File: src/rtl/scl_clkgen_pkg.sv
package scl_clkgen_pkg;
    typedef enum logic [1:0] {
        ST_IDLE  = 2'd0,
        ST_LOW   = 2'd1,
        ST_HWAIT = 2'd2,
        ST_HIGH  = 2'd3
    } scl_state_e;
endpackage

File: src/rtl/scl_rate_dec.sv
module scl_rate_dec #(
    parameter int RATE_W    = 2,
    parameter int HALF_BASE = 4,
    parameter int CNT_W     = 6
) (
    input  logic [RATE_W-1:0] rate_sel,
    output logic [CNT_W-1:0]  half
);
    localparam int NRATE = 1 << RATE_W;

    logic [CNT_W-1:0] table_q [NRATE];

    // each entry is the base half period shifted by its index
    for (genvar g = 0; g < NRATE; g++) begin : g_rate
        assign table_q[g] = CNT_W'(HALF_BASE << g);
    end

    assign half = table_q[rate_sel];
endmodule

File: src/rtl/scl_phase_cnt.sv
module scl_phase_cnt #(
    parameter int CNT_W = 6
) (
    input  logic             clk,
    input  logic             rst_n,
    input  logic             clr,
    input  logic             ld_one,
    input  logic             inc,
    input  logic [CNT_W-1:0] half,
    output logic             at_last
);
    logic [CNT_W-1:0] cnt_q;

    always_ff @(posedge clk or negedge rst_n) begin
        if (!rst_n)      cnt_q <= '0;
        else if (clr)    cnt_q <= '0;
        else if (ld_one) cnt_q <= CNT_W'(1);
        else if (inc)    cnt_q <= cnt_q + CNT_W'(1);
    end

    // >= keeps the phase finite if the rate drops mid-phase
    assign at_last = (cnt_q >= (half - CNT_W'(1)));
endmodule

File: src/rtl/scl_clkgen.sv
module scl_clkgen
    import scl_clkgen_pkg::*;
#(
    parameter int RATE_W    = 2,
    parameter int HALF_BASE = 4
) (
    input  logic              clk,
    input  logic              rst_n,
    input  logic [RATE_W-1:0] rate_sel,
    input  logic              master_en,
    input  logic              scl_in,
    input  logic              irq_flag,
    output logic              scl_pull,
    output logic              rise_stb,
    output logic              fall_stb
);
    localparam int MAX_HALF = HALF_BASE << ((1 << RATE_W) - 1);
    localparam int CNT_W    = $clog2(MAX_HALF) + 1;

    scl_state_e       state_q, state_d;
    logic [CNT_W-1:0] half;
    logic             at_last;
    logic             clr, ld_one, inc;

    scl_rate_dec #(
        .RATE_W    (RATE_W),
        .HALF_BASE (HALF_BASE),
        .CNT_W     (CNT_W)
    ) u_rate (
        .rate_sel (rate_sel),
        .half     (half)
    );

    scl_phase_cnt #(
        .CNT_W (CNT_W)
    ) u_cnt (
        .clk     (clk),
        .rst_n   (rst_n),
        .clr     (clr),
        .ld_one  (ld_one),
        .inc     (inc),
        .half    (half),
        .at_last (at_last)
    );

    // Next state and counter control
    always_comb begin
        state_d = state_q;
        clr     = 1'b0;
        ld_one  = 1'b0;
        inc     = 1'b0;
        if (!master_en) begin
            state_d = ST_IDLE;
            clr     = 1'b1;
        end else begin
            unique case (state_q)
                ST_IDLE: begin
                    state_d = ST_LOW;
                    clr     = 1'b1;
                end
                ST_LOW: begin
                    if (at_last) begin
                        if (!irq_flag) begin
                            state_d = ST_HWAIT;
                            clr     = 1'b1;
                        end
                    end else begin
                        inc = 1'b1;
                    end
                end
                ST_HWAIT: begin
                    if (scl_in) begin
                        state_d = ST_HIGH;
                        ld_one  = 1'b1;
                    end
                end
                ST_HIGH: begin
                    if (!scl_in || at_last) begin
                        state_d = ST_LOW;
                        clr     = 1'b1;
                    end else begin
                        inc = 1'b1;
                    end
                end
                default: begin
                    state_d = ST_IDLE;
                    clr     = 1'b1;
                end
            endcase
        end
    end

    // State register
    always_ff @(posedge clk or negedge rst_n) begin
        if (!rst_n) state_q <= ST_IDLE;
        else        state_q <= state_d;
    end

    // Outputs
    always_comb begin
        scl_pull = 1'b0;
        rise_stb = 1'b0;
        fall_stb = 1'b0;
        unique case (state_q)
            ST_IDLE:  ;
            ST_LOW:   scl_pull = 1'b1;
            ST_HWAIT: rise_stb = master_en && scl_in;
            ST_HIGH:  fall_stb = master_en && (!scl_in || at_last);
            default:  ;
        endcase
    end
endmodule

File: config.mk
export PLATFORM = sky130hd
export DESIGN_NAME = scl_clkgen
export DESIGN_NICKNAME = d
export VERILOG_FILES = /design/src/rtl/scl_clkgen_pkg.sv /design/src/rtl/scl_rate_dec.sv /design/src/rtl/scl_phase_cnt.sv /design/src/rtl/scl_clkgen.sv
export SDC_FILE = /design/constraint.sdc
export NUM_CORES = 1
export LEC_CHECK = 0
export ABC_CLOCK_PERIOD_IN_PS = 2100
export BUFFER_PORTS_ARGS = -buffer_cell sky130_fd_sc_hd__buf_2
export CAP_MARGIN = 30
export CORE_UTILIZATION = 51
export CTS_BUF_LIST = sky130_fd_sc_hd__clkbuf_4
export DETAILED_ROUTE_END_ITERATION = 8
export HOLD_SLACK_MARGIN = 0.05
export MAX_ROUTING_LAYER = met4
export PLACE_DENSITY = 0.82
export SYNTH_ARGS = -nofsm -noshare
export SYNTH_HDL_FRONTEND = slang
export SYNTH_SLANG_ARGS = --single-unit
File: constraint.sdc
create_clock -name clk -period 2.1 [get_ports clk]
set_clock_uncertainty 0.05 [all_clocks]
set_input_delay 0.315 -clock clk [delete_from_list [all_inputs] [get_ports clk]]
set_output_delay 0.315 -clock clk [all_outputs]
set_load 0.005 [all_outputs]
==> results.yml, run 1 <==
sta:
  timing.fmax_ghz: 0.478
  setup_viol: 0
  min_period_ns: 2.09
  finalMaxSlewViolations: 0
  hold_ws_ns: 0.383
  rsz0062_at_grt: "true"
  final.period_utilization_pct: 99.7
  finalHoldViolCount: 0
  setup_tns_ns: 0
critical_path:
  cp.depth: 6
  worstPathCellList: "ha_1 > a211o_1 > buf_4 > a21oi_4 > a21oi_1 > buf_2"
  cpPeakStageDelay_ns: 0.39
  crit_type: "reg2out"
  crit_fanout: 2
  critPathLaunchType: "register"
  reg2reg_from: "u_cnt.cnt_q[2]$_DFFE_PN0P_"
  cp.required_ns: 1.74
  worst-path-buf-inv: 2
  reg2reg_setup_slack_ns: 0.05
  cp_top_family: "compound AO/OA/AOI/OAI gates"
  slowest_stage: "dfrtp_1"
  crit_arrival_ns: 1.73
  cp-end-kind: "primary output"
  r2r_cells: 5
  worstReg2RegEnd: "u_cnt.cnt_q[3]$_DFFE_PN0P_"
cells_and_area:
  n_antenna_cell: 0
  fin_nets: 110
  finish.utilization_pct: 70.1
  drive_gt1_share_pct: 23.7
  area_growth_pct: 22.3
  multiInputGateArea_sq_um: 455
  final_cells: 107
  final.fill_count: 96
  register_area_sq_um: 200
route:
  drc: 0
  drtAntennaViolNets: 0
  routed_wl_microns: 1370
  first_pass_iters: 4
  wl_per_cell_microns: 12.8
  routed_via_density: 5.99
  vias: 641
  drtIter0Drc: 23
pwr:
  p_leak_nw: 0.392
  vdd_drop_max_mv: 0.593
  power_density_mw_per_mm2: 734
placed_design:
  place_inst: 102
  io_buffers: 9
  gp_congestion: 0.909
  post-dp-hpwl_microns: 998
yosys:
  syn-cell-area_sq_um: 663
  syn_avg_cell_area_sq_um: 8.50
  netlist.area_leader.share_pct: 30.2
  synth_nets: 93
  synth_seq_area_share_pct: 30.2
  synth_area_leaders: "dfrtp_1 30%, ha_1 15%, a21oi_1 6.0%"
  yosys-top-cells-count: "8 x a21oi_1, 8 x dfrtp_1, 8 x ha_1"
  yosysTopAreaCell: "dfrtp_1"
  yosys_register_bits: 8
  syn_inst: 78
  synth_edf_count: 0
  ys_warn_count: 0
  synthDistinctLibCells: 27
  async_flop_share_pct: 100
  synth_ff_type: "dfrtp_1"
job:
  maxCapViolCount: 0
global_route:
  grt-ovfl-total: 0
  grt_pass1_vias: 510
  grtUsageTotal_pct: 23.4
  grt_pass1_wl_microns: 2270
  antenna_found_initial: 0
  grt_max_degree: 14
clock_network:
  clk_pin_slew_worst_paths_ns: 0.06
  cts_tree: "done"
  worst_skew_pair.late_latency_ns: 0.25
  cts_buffers: 3
  cts_sinks: 8
  root_buffer: "clkbuf_4"
  ctsHtreeMaxLevel: 1
  cts_buffer_depth: 2
hold_path:
  hold_path.class: "in2async"
outcome:
  status: "complete, no violations"
floorplanning:
  start_util_pct: 57.4
  core_area_sq_mm: 0.00116
  die_w_microns: 38.1
  dieArea_sq_mm: 0.00145
  rows: 12
  pin_count: 10
  die_h_microns: 38.1
[logic make-up (layout without fill, tap and decap cells)]
kind of cell             count (synthesis)  after routing  share of synthesized area [%]
AO/OA/AOI/OAI                           30             30                           29.8
adder cells (fa/ha/maj)                  8              8                           15.1
buffers and inverters                    9             24                           6.23
flip-flops                               8              8                           30.2
other                                    1              1                          0.565
AND/OR/NAND/NOR                         22             22                           18.1
[worst max-delay path by stage]
stage                                 end  slack, ns                       start
2_1_floorplan  u_cnt.cnt_q[2]$_DFFE_PN0P_       0.09  u_cnt.cnt_q[2]$_DFFE_PN0P_
3_3_place_gp   u_cnt.cnt_q[4]$_DFFE_PN0P_       0.05                 rate_sel[0]
3_5_place_dp   u_cnt.cnt_q[3]$_DFFE_PN0P_     -0.007                 rate_sel[0]
4_1_cts                          fall_stb       0.01  u_cnt.cnt_q[2]$_DFFE_PN0P_
5_1_grt                          fall_stb      -0.05  u_cnt.cnt_q[2]$_DFFE_PN0P_
6_report                         fall_stb      0.007  u_cnt.cnt_q[2]$_DFFE_PN0P_
[layout make-up]
cell class	count	area share, %
inverter	6	2.78
sequential	8	24.7
clock buffer	3	2.78
timing repair buffer	15	11.4
tap	14	2.16
multi-input combinational	61	56.2
[cell usage in the layout (no fill, tap or decap), types with 2 or more instances in the layout]
master and count:
a32o_1 2, inv_1 6, or4_1 3, nand3_1 4, a21o_1 2, nor2b_1 4, clkbuf_4 3, o21ai_0 6
buf_2 9, nand2_1 5, ha_1 8, buf_4 5, nor2_1 3, o31ai_1 3, dfrtp_1 8, a21oi_1 6
[sequential cells by signal (all words and copies together) (netlist names)]
signal       flops
u_cnt.cnt_q      6
state_q          2
[metrics by stage]
stage | cell area [sq um] | setup WS (ns) | total power, W
6_report | 811 | 0.00708 | 0.000595
5_1_grt | 811 | -0.0516 | 0.000656
4_1_cts | 781 | 0.0119 | 0.000588
3_5_place_dp | 737 | -0.00678 | 0.000471
3_3_place_gp | 737 | 0.0520 | 0.000467
2_1_floorplan | 663 | 0.0908 | 0.000407
[timing repair]
item | in CTS | in global routing
setup buffers | 0 | 1
endpoints found under the setup margin | 1 | 5
pin swaps | 0 | 1
hold endpoints to repair | 8 | 0
gates resized for setup | 2 | 5
hold buffers | 1 | 0
[layer usage]
metal  vias to the layer above  wire [microns]  global-route usage [%]
met4                         0               0                    5.36
met1                       301             679                    36.1
met3                         0              64                    3.49
li1                        326               -                       -
met5                         -               0                       -
met2                        14             624                    32.2
[where the power goes]
group	leakage (nW)	internal [W]	total (W)	switching (W)
logic	0.269	0.000124	0.000271	0.000147
clock network	0.0138	0.0000651	0.000113	0.0000484
registers	0.109	0.000178	0.000211	0.0000330
(Power assumes the default switching activity.)
==> run 2, diff against run 1 <==
==> constraint.sdc (replaced) <==
create_clock -name clk -period 2.1 [get_ports clk]
set_clock_uncertainty 0.05 [all_clocks]
set_input_delay 0.42 -clock clk [delete_from_list [all_inputs] [get_ports clk]]
set_output_delay 0.42 -clock clk [all_outputs]
set_load 0.02 [all_outputs]
==> run 2 against run 1 <==
The flow now finishes with violations (negative setup slack). Register-to-register slack lost 0.02 ns. First-iteration DRC count is 48% lower. Via count is 1.9% lower. Routed wire length down 2.0%. Core utilization down 0.76 points. Flip-flop and latch count did not move. Combinational power is 5% higher. Critical endpoint unchanged.
==> results.yml, run 2 (synthesis gave the netlist of run 1 again) <==
outcome:
  status: "complete, but fails checks"
  violations: "negative setup slack"
cells_and_area:
  drive_gt1_share_pct: 22.6
  multiInputGateArea_sq_um: 440
  fin_nets: 110
  largest_reg_flops: 6
  final.fill_count: 103
  area_growth_pct: 20.9
  design_area_sq_um: 802
  reg_top3: "u_cnt.cnt_q x6, state_q x2"
  register_area_sq_um: 200
  largest_register: "u_cnt.cnt_q"
  final_cells: 107
  final_cell_mix: "8 x buf_2, 8 x dfrtp_1, 7 x ha_1"
  n_antenna_cell: 0
clock_network:
  clk_pin_slew_worst_paths_ns: 0.05
  ctsHtreeMaxLevel: 1
  cts_buffers: 3
  worst_skew_pair.late_latency_ns: 0.24
  root_buffer: "clkbuf_4"
  cts_tree: "done"
  cts_buffer_depth: 2
  cts_sinks: 8
placed_design:
  io_buffers: 9
  place_area_sq_um: 737
  place_inst: 102
  gp_congestion: 0.884
  post-dp-hpwl_microns: 1020
route:
  vias: 629
  drtAntennaViolNets: 0
  drc: 0
  routed_via_density: 5.88
  routed_wl_microns: 1340
  first_pass_iters: 4
  drtIter0Drc: 12
  wl_per_cell_microns: 12.5
global_route:
  grtUsageTotal_pct: 22.7
  grt_pass1_vias: 558
  antenna_found_initial: 0
  grt_max_degree: 14
  grt-ovfl-total: 0
  grt_pass1_wl_microns: 2280
floorplanning:
  rows: 12
  start_util_pct: 57.4
  core_area_sq_mm: 0.00116
  dieArea_sq_mm: 0.00145
  pin_count: 10
  die_w_microns: 38.1
  die_h_microns: 38.1
critical_path:
  cp-end-kind: "primary output"
  reg2reg_from: "u_cnt.cnt_q[3]$_DFFE_PN0P_"
  critPathLaunchType: "register"
  crit_start: "u_cnt.cnt_q[2]$_DFFE_PN0P_"
  crit_arrival_ns: 1.67
  crit_fanout: 2
  cp.required_ns: 1.63
  crit_type: "reg2out"
sta:
  setup_viol: 1
  layout_setup_ws_ns: -0.0374
  timing.fmax_ghz: 0.468
  final.period_utilization_pct: 102
  finalMaxSlewViolations: 0
  min_period_ns: 2.14
  rsz0062_at_grt: "true"
  hold_ws_ns: 0.493
  finalHoldViolCount: 0
pwr:
  p_leak_nw: 0.393
  power_density_mw_per_mm2: 753
  vdd_drop_max_mv: 0.491
  fin_total_pwr_w: 0.000604
hold_path:
  hold_path.class: "in2async"
job:
  maxCapViolCount: 0
run 2: cell counts in the layout (fill, tap and decap cells not counted):
Identical to the previous run, type by type.
run 2: report_power, final:
group / switching [W] / internal (W)
Combinational: 0.000163 / 0.000121
Sequential: 0.0000344 / 0.000178
Clock: 0.0000427 / 0.0000647
Total: 0.000240 / 0.000364
run 2: layout make-up:
class                           instances  share of cell area [%]
Clock buffer                            3                    2.81
Inverter                                6                    2.81
Multi-Input combinational cell         61                    54.9
Sequential cell                         8                    25.0
Tap cell                               14                    2.18
Timing Repair Buffer                   15                    12.3
run 2: metal layers:
layer | global-route usage, % | up-vias | share of wire, %
li1 | - | 321 | -
met1 | 32.2 | 295 | 51
met2 | 35.6 | 13 | 47
met3 | 3.49 | 0 | 2.6
met4 | 2.68 | 0 | 0
met5 | - | - | 0
run 2: worst paths after layout:
kind	endpoint	cells past startpoint	slack [ns]
max	fall_stb	6	-0.04
min	u_cnt.cnt_q[5]$_DFFE_PN0P_	2	0.49
max reg2reg	u_cnt.cnt_q[5]$_DFFE_PN0P_	5	0.03
min reg2reg	u_cnt.cnt_q[5]$_DFFE_PN0P_	2	0.52
max in group asynchronous	state_q[1]$_DFFE_PN0P_	2	1.34
min in group clk	u_cnt.cnt_q[1]$_DFFE_PN0P_	3	0.51
run 2: stage by stage:
| step | util [%] | setup TNS [ns] | setup slack (ns) |
|---|---|---|---|
| after CTS | 68.7 | -0.0697 | -0.0697 |
| after detailed placement | 63.7 | -0.525 | -0.0991 |
| after global routing | 69.4 | -0.356 | -0.106 |
| after floorplan | - | 0 | 0.0414 |
| after global placement | 63.7 | -0.195 | -0.0520 |
| final | 69.4 | -0.0374 | -0.0374 |
run 2: repair_timing:
item                                    4_1_cts  5_1_grt
hold buffers                                  1        0
pin swaps                                     4        1
endpoints found under the setup margin        1        5
resized for setup                             4        3
setup buffers                                 1        0
endpoints found under the hold margin         8        0
run 2: worst max-delay path: stages (launching register included):
cell and delay [ns]:
dfrtp_1 0.38, ha_1 0.28, a211o_1 0.29, buf_6 0.13, a21oi_4 0.12, a21oi_2 0.06
buf_4 0.15
